### config.mk
export PLATFORM = sky130hd
export DESIGN_NAME = interval_timer16
export DESIGN_NICKNAME = d
export VERILOG_FILES = /design/src/rtl/itimer_pkg.sv /design/src/rtl/itimer_edge_sync.sv /design/src/rtl/itimer_regs.sv /design/src/rtl/itimer_core.sv /design/src/rtl/interval_timer16.sv
export SDC_FILE = /design/constraint.sdc
export NUM_CORES = 1
export LEC_CHECK = 0
export CAP_MARGIN = 20
export CORE_MARGIN = 4
export CORE_UTILIZATION = 51
export CTS_CLUSTER_DIAMETER = 60
export DETAILED_ROUTE_END_ITERATION = 10
export PLACE_DENSITY = 0.76
export SYNTH_ARGS = -nofsm -noshare
export SYNTH_HDL_FRONTEND = slang
export SYNTH_SLANG_ARGS = --single-unit
export TNS_END_PERCENT = 50
### constraint.sdc
create_clock -name clk -period 2.15 [get_ports clk]
set_input_delay 0.3225 -clock clk [delete_from_list [all_inputs] [get_ports clk]]
set_output_delay 0.3225 -clock clk [all_outputs]
set_load 0.05 [all_outputs]
### src/rtl/itimer_pkg.sv
package itimer_pkg;
    localparam int BYTE_W = 8;
    localparam int REG_AW = 4;

    localparam logic [REG_AW-1:0] RA_LAT_LO = 4'd4;
    localparam logic [REG_AW-1:0] RA_LAT_HI = 4'd5;
    localparam logic [REG_AW-1:0] RA_STAT   = 4'd13;
    localparam logic [REG_AW-1:0] RA_CTRL   = 4'd14;

    // bit order is software visible
    typedef struct packed {
        logic [1:0] spare;
        logic       src_ext;
        logic       force_ld;
        logic       one_shot;
        logic       pulse_mode;
        logic       pin_en;
        logic       run;
    } tctrl_t;
endpackage

### src/rtl/itimer_edge_sync.sv
module itimer_edge_sync #(
    parameter int STAGES = 2
) (
    input  logic clk,
    input  logic rst_n,
    input  logic din,
    output logic rise
);
    localparam int SH_W = STAGES + 1;

    logic [SH_W-1:0] sh_d, sh_q;

    always_comb begin
        sh_d = {sh_q[SH_W-2:0], din};
        rise = sh_q[STAGES-1] & ~sh_q[STAGES];
    end

    always_ff @(posedge clk or negedge rst_n) begin
        if (!rst_n) sh_q <= '0;
        else        sh_q <= sh_d;
    end
endmodule

### src/rtl/itimer_regs.sv
module itimer_regs
    import itimer_pkg::*;
#(
    parameter int DATA_W = BYTE_W,
    parameter int CNT_W  = 2 * BYTE_W
) (
    input  logic              clk,
    input  logic              rst_n,
    input  logic              wr_en,
    input  logic              rd_en,
    input  logic [REG_AW-1:0] addr,
    input  logic [DATA_W-1:0] wdata,
    input  logic [CNT_W-1:0]  cnt,
    input  logic              uflow,
    output logic              run,
    output logic              src_ext,
    output logic              pin_en,
    output logic              pulse_mode,
    output logic [CNT_W-1:0]  latch,
    output logic              load_req,
    output logic [CNT_W-1:0]  load_val,
    output logic              flag,
    output logic              mask,
    output logic [DATA_W-1:0] rdata
);
    typedef struct packed {
        logic [CNT_W-1:0] latch;
        tctrl_t           ctrl;
        logic             mask;
        logic             flag;
    } reg_st_t;

    reg_st_t d, q;
    tctrl_t  wr_c;
    logic    wr_lo, wr_hi, wr_ctl, wr_st, rd_st;

    always_comb begin
        wr_c   = tctrl_t'(wdata);
        wr_lo  = wr_en && (addr == RA_LAT_LO);
        wr_hi  = wr_en && (addr == RA_LAT_HI);
        wr_ctl = wr_en && (addr == RA_CTRL);
        wr_st  = wr_en && (addr == RA_STAT);
        rd_st  = rd_en && (addr == RA_STAT);

        d = q;
        if (wr_lo) d.latch[DATA_W-1:0]     = wdata;
        if (wr_hi) d.latch[CNT_W-1:DATA_W] = wdata;
        if (wr_ctl) begin
            d.ctrl          = wr_c;
            d.ctrl.force_ld = 1'b0;
        end else if (uflow && q.ctrl.one_shot) begin
            d.ctrl.run = 1'b0;
        end
        if (wr_st) d.mask = wdata[0];
        d.flag = (q.flag & ~rd_st) | uflow;

        load_req = (wr_ctl && wr_c.force_ld) || (wr_hi && !q.ctrl.run);
        load_val = wr_hi ? {wdata, q.latch[DATA_W-1:0]} : q.latch;

        rdata = '0;
        if (rd_en) begin
            unique case (addr)
                RA_LAT_LO: rdata = cnt[DATA_W-1:0];
                RA_LAT_HI: rdata = cnt[CNT_W-1:DATA_W];
                RA_STAT:   rdata = {q.flag & q.mask, {(DATA_W-2){1'b0}}, q.flag};
                RA_CTRL:   rdata = q.ctrl;
                default:   rdata = '0;
            endcase
        end

        run        = q.ctrl.run;
        src_ext    = q.ctrl.src_ext;
        pin_en     = q.ctrl.pin_en;
        pulse_mode = q.ctrl.pulse_mode;
        latch      = q.latch;
        flag       = q.flag;
        mask       = q.mask;
    end

    always_ff @(posedge clk or negedge rst_n) begin
        if (!rst_n) begin
            q.latch <= '1;
            q.ctrl  <= '0;
            q.mask  <= 1'b0;
            q.flag  <= 1'b0;
        end else begin
            q <= d;
        end
    end
endmodule

### src/rtl/itimer_core.sv
module itimer_core #(
    parameter int CNT_W = 16
) (
    input  logic             clk,
    input  logic             rst_n,
    input  logic             run,
    input  logic             src_ext,
    input  logic             ext_rise,
    input  logic             pin_en,
    input  logic             pulse_mode,
    input  logic             load_req,
    input  logic [CNT_W-1:0] load_val,
    input  logic [CNT_W-1:0] latch,
    output logic [CNT_W-1:0] cnt,
    output logic             uflow,
    output logic             pin
);
    typedef struct packed {
        logic [CNT_W-1:0] cnt;
        logic             tgl;
        logic             pls;
    } core_st_t;

    core_st_t d, q;
    logic     tick;

    always_comb begin
        tick  = run && (src_ext ? ext_rise : 1'b1);
        uflow = tick && (q.cnt == '0) && !load_req;

        d     = q;
        if (load_req)   d.cnt = load_val;
        else if (uflow) d.cnt = latch;
        else if (tick)  d.cnt = q.cnt - 1'b1;
        d.tgl = q.tgl ^ uflow;
        d.pls = uflow;

        cnt = q.cnt;
        pin = pin_en && (pulse_mode ? q.pls : q.tgl);
    end

    always_ff @(posedge clk or negedge rst_n) begin
        if (!rst_n) begin
            q.cnt <= '1;
            q.tgl <= 1'b0;
            q.pls <= 1'b0;
        end else begin
            q <= d;
        end
    end
endmodule

### src/rtl/interval_timer16.sv
module interval_timer16
    import itimer_pkg::*;
#(
    parameter int DATA_W      = BYTE_W,
    parameter int SYNC_STAGES = 2
) (
    input  logic              clk,
    input  logic              rst_n,
    input  logic              bus_wr,
    input  logic              bus_rd,
    input  logic [REG_AW-1:0] bus_addr,
    input  logic [DATA_W-1:0] bus_wdata,
    output logic [DATA_W-1:0] bus_rdata,
    input  logic              cnt_in,
    output logic              tmr_pin,
    output logic              irq
);
    localparam int CNT_W = 2 * DATA_W;

    logic             run_w, src_w, pin_en_w, pulse_w;
    logic             load_w, uflow_w, rise_w, flag_w, mask_w;
    logic [CNT_W-1:0] latch_w, load_val_w, cnt_w;

    itimer_edge_sync #(.STAGES(SYNC_STAGES)) u_sync (
        .clk  (clk),
        .rst_n(rst_n),
        .din  (cnt_in),
        .rise (rise_w)
    );

    itimer_regs #(.DATA_W(DATA_W), .CNT_W(CNT_W)) u_regs (
        .clk       (clk),
        .rst_n     (rst_n),
        .wr_en     (bus_wr),
        .rd_en     (bus_rd),
        .addr      (bus_addr),
        .wdata     (bus_wdata),
        .cnt       (cnt_w),
        .uflow     (uflow_w),
        .run       (run_w),
        .src_ext   (src_w),
        .pin_en    (pin_en_w),
        .pulse_mode(pulse_w),
        .latch     (latch_w),
        .load_req  (load_w),
        .load_val  (load_val_w),
        .flag      (flag_w),
        .mask      (mask_w),
        .rdata     (bus_rdata)
    );

    itimer_core #(.CNT_W(CNT_W)) u_core (
        .clk       (clk),
        .rst_n     (rst_n),
        .run       (run_w),
        .src_ext   (src_w),
        .ext_rise  (rise_w),
        .pin_en    (pin_en_w),
        .pulse_mode(pulse_w),
        .load_req  (load_w),
        .load_val  (load_val_w),
        .latch     (latch_w),
        .cnt       (cnt_w),
        .uflow     (uflow_w),
        .pin       (tmr_pin)
    );

    assign irq = flag_w & mask_w;
endmodule

==> results of run 1 <==
[state kept, by name, indices dropped and copies added (netlist names)]
| signal | flops |
|---|---|
| u_regs.latch | 16 |
| u_core.cnt | 16 |
| u_regs.pin_en | 1 |
| u_regs.flag | 1 |
| u_regs.run | 1 |
| u_regs.pulse_mode | 1 |
| u_regs.src_ext | 1 |
| u_regs.mask | 1 |
| u_core.q | 2 |
| u_sync.sh_q | 3 |
| u_regs.q | 3 |
[worst max-delay path, cell delays in order, from the launching register on]
cell and delay, ns:
sky130_fd_sc_hd__dfstp_2 0.54, sky130_fd_sc_hd__inv_1 0.05, sky130_fd_sc_hd__ha_1 0.20, sky130_fd_sc_hd__nor3b_2 0.17
sky130_fd_sc_hd__and3_1 0.22, sky130_fd_sc_hd__and4_4 0.17, sky130_fd_sc_hd__or4_1 0.53, sky130_fd_sc_hd__o221a_2 0.14
[cells in the final DEF, fill, tap and decap left out, types with 3 or more instances in the layout]
| cell | count |
|---|---|
| sky130_fd_sc_hd__buf_4 | 40 |
| sky130_fd_sc_hd__dfstp_2 | 32 |
| sky130_fd_sc_hd__mux2_2 | 21 |
| sky130_fd_sc_hd__nor2_1 | 18 |
| sky130_fd_sc_hd__dfrtp_1 | 14 |
| sky130_fd_sc_hd__nand2_1 | 13 |
| sky130_fd_sc_hd__clkdlybuf4s50_1 | 12 |
| sky130_fd_sc_hd__o21ai_0 | 10 |
| sky130_fd_sc_hd__nor3_1 | 8 |
| sky130_fd_sc_hd__a211oi_1 | 8 |
| sky130_fd_sc_hd__buf_12 | 8 |
| sky130_fd_sc_hd__a22o_1 | 7 |
| sky130_fd_sc_hd__xor2_1 | 7 |
| sky130_fd_sc_hd__a21oi_1 | 6 |
| sky130_fd_sc_hd__a22oi_1 | 6 |
| sky130_fd_sc_hd__inv_1 | 5 |
| sky130_fd_sc_hd__and3_1 | 5 |
| sky130_fd_sc_hd__nor2b_1 | 5 |
| sky130_fd_sc_hd__clkbuf_8 | 5 |
| sky130_fd_sc_hd__and2_1 | 4 |
| sky130_fd_sc_hd__nor2_2 | 4 |
| sky130_fd_sc_hd__o22a_1 | 4 |
| sky130_fd_sc_hd__o21ai_1 | 4 |
| sky130_fd_sc_hd__nand4_1 | 4 |
| sky130_fd_sc_hd__o211ai_1 | 3 |
| sky130_fd_sc_hd__nand2b_1 | 3 |
| sky130_fd_sc_hd__a222oi_1 | 3 |
| sky130_fd_sc_hd__nand3_1 | 3 |
| sky130_fd_sc_hd__dlygate4sd2_1 | 3 |
[layer usage]
layer / vias to the layer above / global-route usage (%) / wire, um
li1: 1069 / - / -
met1: 1148 / 32.4 / 3170
met2: 124 / 38.2 / 3520
met3: 14 / 3.48 / 493
met4: 0 / 8.95 / 137
met5: - / 0 / 0
[layout make-up]
cell class                      count  area [um^2]  area share [%]
Sequential cell                    46         1190            34.8
Timing Repair Buffer               66          636            18.6
Clock buffer                        5         68.8            2.01
Inverter                            5         18.8           0.548
Tap cell                           70         87.6            2.56
Multi-Input combinational cell    188         1380            40.4
Clock inverter                      3         40.0            1.17
[power groups by stage]
stage          clock network, mW  registers [mW]  logic (mW)
2_1_floorplan                  0            1.44       0.553
3_3_place_gp                   0            1.54       0.843
3_5_place_dp                   0            1.55       0.867
4_1_cts                    0.637            1.53       0.877
5_1_grt                    0.681            1.57       0.966
6_report                   0.633            1.55       0.889
[kinds of logic after synthesis]
kind of cell	after synthesis	share of synthesized area [%]
adder cells (fa/ha/maj)	1	0.471
buffers and inverters	17	3.67
AO/OA/AOI/OAI	67	18.3
flip-flops	46	44.8
multiplexers	22	9.28
XOR/XNOR	8	2.64
AND/OR/NAND/NOR	90	20.8
[what timing repair did]
item / CTS / global route
pin swaps: 1 / 0
setup endpoints to repair: 8 / 16
cloned: 1 / 0
gates resized for setup: 6 / 3
[worst min path at each step]
| stage | to | cells past startpoint |
|---|---|---|
| after detailed placement | u_sync.sh_q[1] | 0 |
| after floorplan | u_core.q[0] | 0 |
| after CTS | u_regs.latch[0] | 1 |
| final | u_regs.latch[0] | 1 |
| after global routing | u_core.cnt[4] | 1 |
| after global placement | u_sync.sh_q[1] | 0 |
[stage by stage]
stage | total power [mW] | worst slack (ns) | cells | area (um^2)
finish | 3.07 | 0.0683 | 383 | 3430
global route | 3.22 | 0.00127 | 383 | 3430
CTS | 3.05 | -0.0135 | 383 | 3420
detailed placement | 2.41 | -0.124 | 374 | 3290
global placement | 2.38 | -0.0746 | 374 | 3290
floorplan | 2.00 | -0.0761 | 251 | 2660
==> flow_summary.json, run 1 <==
{
  "worstRegToRegCells": 7,
  "grt_start_max_net_pins": 21,
  "cts_root_buffer": "sky130_fd_sc_hd__clkbuf_8",
  "irDropWorstVdd_mv": 0.538,
  "regToRegEndpoint": "u_core.cnt[7]",
  "yosys.area.top_type": "sky130_fd_sc_hd__dfstp_2",
  "die-width_um": 80.2,
  "cts_made_buffers": 5,
  "synth.cell_area_um2": 2660,
  "cp_max_fo": 3,
  "regToRegSetupSlack_ns": 0.07,
  "design.core.area_um2": 5070,
  "cell_with_the_most_instances_after_synthesis": "sky130_fd_sc_hd__dfstp_2",
  "gr-usage-all-layers_pct": 23.8,
  "dp_hpwl_um": 5540,
  "avgSynthCellArea_um2": 10.6,
  "vias": 2355,
  "worst_hold_slack_ns": 0.188,
  "drcViolationCount": 0,
  "cts.clk_slew.worst_paths_ns": 0.09,
  "reg2reg_from": "u_core.cnt[0]",
  "fin_setup_tns_ns": 0,
  "cts_hold_bufs": 0,
  "tritoncts": "done",
  "p_comb_share_pct": 28.9,
  "post-route-util_pct": 67.5,
  "report.final.hold_viol_count": 0,
  "power.density_cell_area_nw_per_um2": 898,
  "timing.setup.critical_path_class": "reg2reg",
  "finalClockSkew_ns": 0.00854,
  "postCtsSetupRepairBufs": 0,
  "final.fill_count": 398,
  "globalRouteOverflowTotal": 0,
  "vias_per_cell": 6.15,
  "postSynth.topFlopCell": "sky130_fd_sc_hd__dfstp_2",
  "p_switching_mw": 1.03,
  "h-tree-depth": 2,
  "worstSetupEndpointType": "register",
  "synthArstFlopShare_pct": 100,
  "worst_pin_slew_ns": 0.492,
  "slew_viol_final": 0,
  "io_buffers": 26,
  "area_delta_synth_final_pct": 28.9,
  "synth.top_cell.area_share_pct": 31.6,
  "status": "finished, final reports clean",
  "yosys_warn_count": 0,
  "mappedNetlistNets": 269,
  "clk-insertion-delay-late_ns": 0.30,
  "layout_worst_path_cycle_share_pct": 96.8,
  "synth.ff_latch_count": 46,
  "wl_um": 7320,
  "hold_path_class": "in2async",
  "clkSinkCount": 46,
  "synth_cell_types": 63,
  "pwr-share-seq_pct": 50.5,
  "timing.critical_path.to": "u_core.cnt[7]",
  "synth_area_leaders": "sky130_fd_sc_hd__dfstp_2 (32%), sky130_fd_sc_hd__dfrtp_1 (13%), sky130_fd_sc_hd__mux2_2 (8.9%), sky130_fd_sc_hd__nor2_1 (3.1%), sky130_fd_sc_hd__a22o_1 (2.3%)",
  "initial_core_util_pct": 52.4,
  "required_ns": 2.39,
  "p_sw_share_pct": 33.5,
  "placement_rows": 26,
  "rsz0062_at_grt": "false",
  "pin_count": 27,
  "die_h_um": 80.2,
  "fmax_ghz": 0.480,
  "period_minus_slack_ns": 2.08,
  "cp_startpoint_kind": "register",
  "cts_buffer_depth": 2,
  "global_route_wire_length_before_repair_um": 11600,
  "synth_cells": 251,
  "share_clk_of_total_power_pct": 20.6,
  "total_leakage_power_nw": 1.40,
  "first_pass_iters": 7,
  "initialDrtViolationCount": 331,
  "startpoint_of_the_worst_setup_timing_path": "u_core.cnt[0]",
  "design_internal_power_mw": 2.05,
  "worst_ep_arrival_time_ns": 2.32,
  "grt_antenna_before_repair": 0,
  "cap_violations": 0,
  "die_area_um2": 6430,
  "final_net_count": 330,
  "synthTopCellsByCount": "sky130_fd_sc_hd__dfstp_2 (32), sky130_fd_sc_hd__nor2_1 (22), sky130_fd_sc_hd__mux2_2 (21)",
  "fraction_of_final_layout_cells_with_drive_strength_greater_than_1_pct": 40.9,
  "routabilityCongestion": 0.973,
  "insertedDiodeCount": 0,
  "sequential_to_total_area_share_from_yosys_stat_pct": 44.8,
  "setup_violations": 0,
  "synth-edff-count": 0,
  "ant_nets": 0,
  "route.detailed.wl_per_inst_um": 19.1,
  "slew_headroom_pct": 67.1,
  "number_of_global_route_vias_before_repair": 2227
}
Note: power is estimated with default switching activity, not from simulation.
==> run 2, diff against run 1 <==
--- a/config.mk
+++ b/config.mk
@@ -6,11 +6,14 @@
 export NUM_CORES = 1
 export LEC_CHECK = 0
 export CAP_MARGIN = 20
+export CORE_ASPECT_RATIO = 0.8
 export CORE_MARGIN = 4
 export CORE_UTILIZATION = 51
 export CTS_CLUSTER_DIAMETER = 60
 export DETAILED_ROUTE_END_ITERATION = 10
+export GPL_ROUTABILITY_DRIVEN = 0
 export PLACE_DENSITY = 0.76
+export SLEW_MARGIN = 10
 export SYNTH_ARGS = -nofsm -noshare
 export SYNTH_HDL_FRONTEND = slang
 export SYNTH_SLANG_ARGS = --single-unit
==> run 2 against run 1 <==
  * Combinational power rose by 2%
  * Design area is 0.80% higher
  * First-iteration DRC count fell by 24%
  * Sequential cell count stayed put
  * Critical path type unchanged
  * Critical endpoint unchanged
  * Largest power group unchanged
==> flow_summary.json, run 2 (synthesis results as in run 1) <==
{
  "cp_startpoint_kind": "register",
  "cts_root_buffer": "sky130_fd_sc_hd__clkbuf_8",
  "regToRegEndpoint": "u_core.cnt[7]",
  "gr-usage-all-layers_pct": 24.1,
  "initial_core_util_pct": 52.8,
  "worstRegToRegCells": 7,
  "io_buffers": 26,
  "timing.setup.critical_path_class": "reg2reg",
  "grt_antenna_before_repair": 0,
  "layout_common_cells": "sky130_fd_sc_hd__buf_4 (36), sky130_fd_sc_hd__dfstp_2 (32), sky130_fd_sc_hd__mux2_2 (21)",
  "die_h_um": 72.6,
  "cts_buffer_depth": 2,
  "total_leakage_power_nw": 1.41,
  "required_ns": 2.39,
  "globalRouteOverflowTotal": 0,
  "pin_count": 27,
  "period_minus_slack_ns": 2.08,
  "slew_headroom_pct": 67.1,
  "placed_cell_area_um2": 3300,
  "setup_violations": 0,
  "layout_worst_path_cycle_share_pct": 96.6,
  "die-width_um": 88.7,
  "vias": 2337,
  "placement_rows": 23,
  "global_route_wire_length_before_repair_um": 11800,
  "grt_start_max_net_pins": 22,
  "fin_cells": 376,
  "post-route-util_pct": 68.6,
  "design_internal_power_mw": 2.06,
  "hold_path_class": "reg2reg",
  "reg2reg_from": "u_core.cnt[0]",
  "initialDrtViolationCount": 252,
  "worst_hold_slack_ns": 0.355,
  "min_path_cells": 0,
  "worst_ep_arrival_time_ns": 2.32,
  "startpoint_of_the_worst_setup_timing_path": "u_core.cnt[0]",
  "drcViolationCount": 0,
  "fraction_of_final_layout_cells_with_drive_strength_greater_than_1_pct": 41.1,
  "hold_path.startpoint": "u_sync.sh_q[0]",
  "rsz0062_at_grt": "false",
  "final.fill_count": 382,
  "status": "finished, final reports clean",
  "whs_endpoint": "u_sync.sh_q[1]",
  "vias_per_cell": 6.22,
  "top_regs": "u_core.cnt x16, u_regs.latch x16",
  "tritoncts": "done",
  "ant_nets": 0,
  "cts.clk_slew.worst_paths_ns": 0.09,
  "post-route-cell-area_um2": 3450,
  "clk-insertion-delay-late_ns": 0.30,
  "p_sw_share_pct": 33.2,
  "detailedPlace.worstSlack_ns": -0.316,
  "worstSetupEndpointType": "register",
  "report.final.hold_viol_count": 0,
  "h-tree-depth": 2,
  "p_comb_share_pct": 29.3,
  "cap_violations": 0,
  "cts_made_buffers": 5,
  "design.core.area_um2": 5040,
  "p_switching_mw": 1.02,
  "first_pass_iters": 5,
  "number_of_global_route_vias_before_repair": 2331,
  "insertedDiodeCount": 0,
  "wl_um": 7160,
  "power.density_cell_area_nw_per_um2": 894,
  "irDropWorstVdd_mv": 0.541,
  "worst_pin_slew_ns": 0.492,
  "dp.cells": 364,
  "area_delta_synth_final_pct": 29.9,
  "finalClockSkew_ns": 0.00824,
  "fin_setup_tns_ns": 0,
  "cp_max_fo": 4,
  "regToRegSetupSlack_ns": 0.07,
  "fin_total_pwr_mw": 3.09,
  "die_area_um2": 6440,
  "dp_hpwl_um": 5460,
  "clkSinkCount": 46,
  "final.setup.worst_slack_ns": 0.0729,
  "fmax_ghz": 0.481,
  "layout.cells.most_common": "sky130_fd_sc_hd__buf_4",
  "slew_viol_final": 0,
  "final_net_count": 331,
  "pwr-share-seq_pct": 49.8,
  "route.detailed.wl_per_inst_um": 19.1,
  "share_clk_of_total_power_pct": 20.9
}
-- run 2: changes by cell type in the layout (fill, tap and decap cells not counted), sizes merged --
cell	delta
buf	+1
clkbuf	+3
clkdlybuf4s15	-1
clkinv	-2
clkinvlp	+1
dlygate4sd2	-1
dlygate4sd3	+1
dlymetal6s2s	-1
-- run 2: layout make-up --
cell class / count / area (um^2) / share of cell area, %
multi-input combinational: 188 / 1390 / 40.1
sequential: 46 / 1190 / 34.5
timing repair buffer: 67 / 669 / 19.4
tap: 62 / 77.6 / 2.25
clock buffer: 6 / 72.6 / 2.10
clock inverter: 2 / 37.5 / 1.09
inverter: 5 / 18.8 / 0.543
-- run 2: repair_timing --
item                                    4_1_cts  5_1_grt
pin swaps                                     4        0
hold buffers                                  1        0
resized for setup                             9        6
hold endpoints to repair                      3        0
buffers inserted                              2        0
endpoints found under the setup margin        8       13
gates cloned                                  1        0
-- run 2: worst max-delay path by stage --
stage | slack [ns] | endpoint
global route | 0.004 | u_core.cnt[7]
global placement | -0.25 | bus_rdata[6]
finish | 0.07 | u_core.cnt[7]
detailed placement | -0.32 | bus_rdata[6]
floorplan | -0.08 | bus_rdata[0]
CTS | 0.02 | bus_rdata[6]
-- run 2: critical path, stage by stage, from the launching register on --
cell and delay, ns:
sky130_fd_sc_hd__dfstp_2 0.53, sky130_fd_sc_hd__inv_1 0.05, sky130_fd_sc_hd__ha_1 0.20, sky130_fd_sc_hd__nor3b_2 0.17, sky130_fd_sc_hd__and3_1 0.22, sky130_fd_sc_hd__and4_4 0.19
sky130_fd_sc_hd__or4_1 0.52, sky130_fd_sc_hd__o221a_2 0.14
-- run 2: power by group through the flow --
| stage | clock network [mW] | registers [mW] | logic, mW |
|---|---|---|---|
| 2_1_floorplan | 0 | 1.44 | 0.553 |
| 3_3_place_gp | 0 | 1.53 | 0.855 |
| 3_5_place_dp | 0 | 1.54 | 0.876 |
| 4_1_cts | 0.652 | 1.52 | 0.886 |
| 5_1_grt | 0.683 | 1.58 | 0.994 |
| 6_report | 0.644 | 1.54 | 0.905 |
-- run 2: routing by layer --
| metal | global-route usage, % | vias up | share of wire (%) |
|---|---|---|---|
| li1 | - | 1066 | - |
| met1 | 35.2 | 1129 | 45 |
| met2 | 36.6 | 130 | 44 |
| met3 | 5.56 | 12 | 9.3 |
| met4 | 5.87 | 0 | 1.4 |
| met5 | 0 | - | 0 |
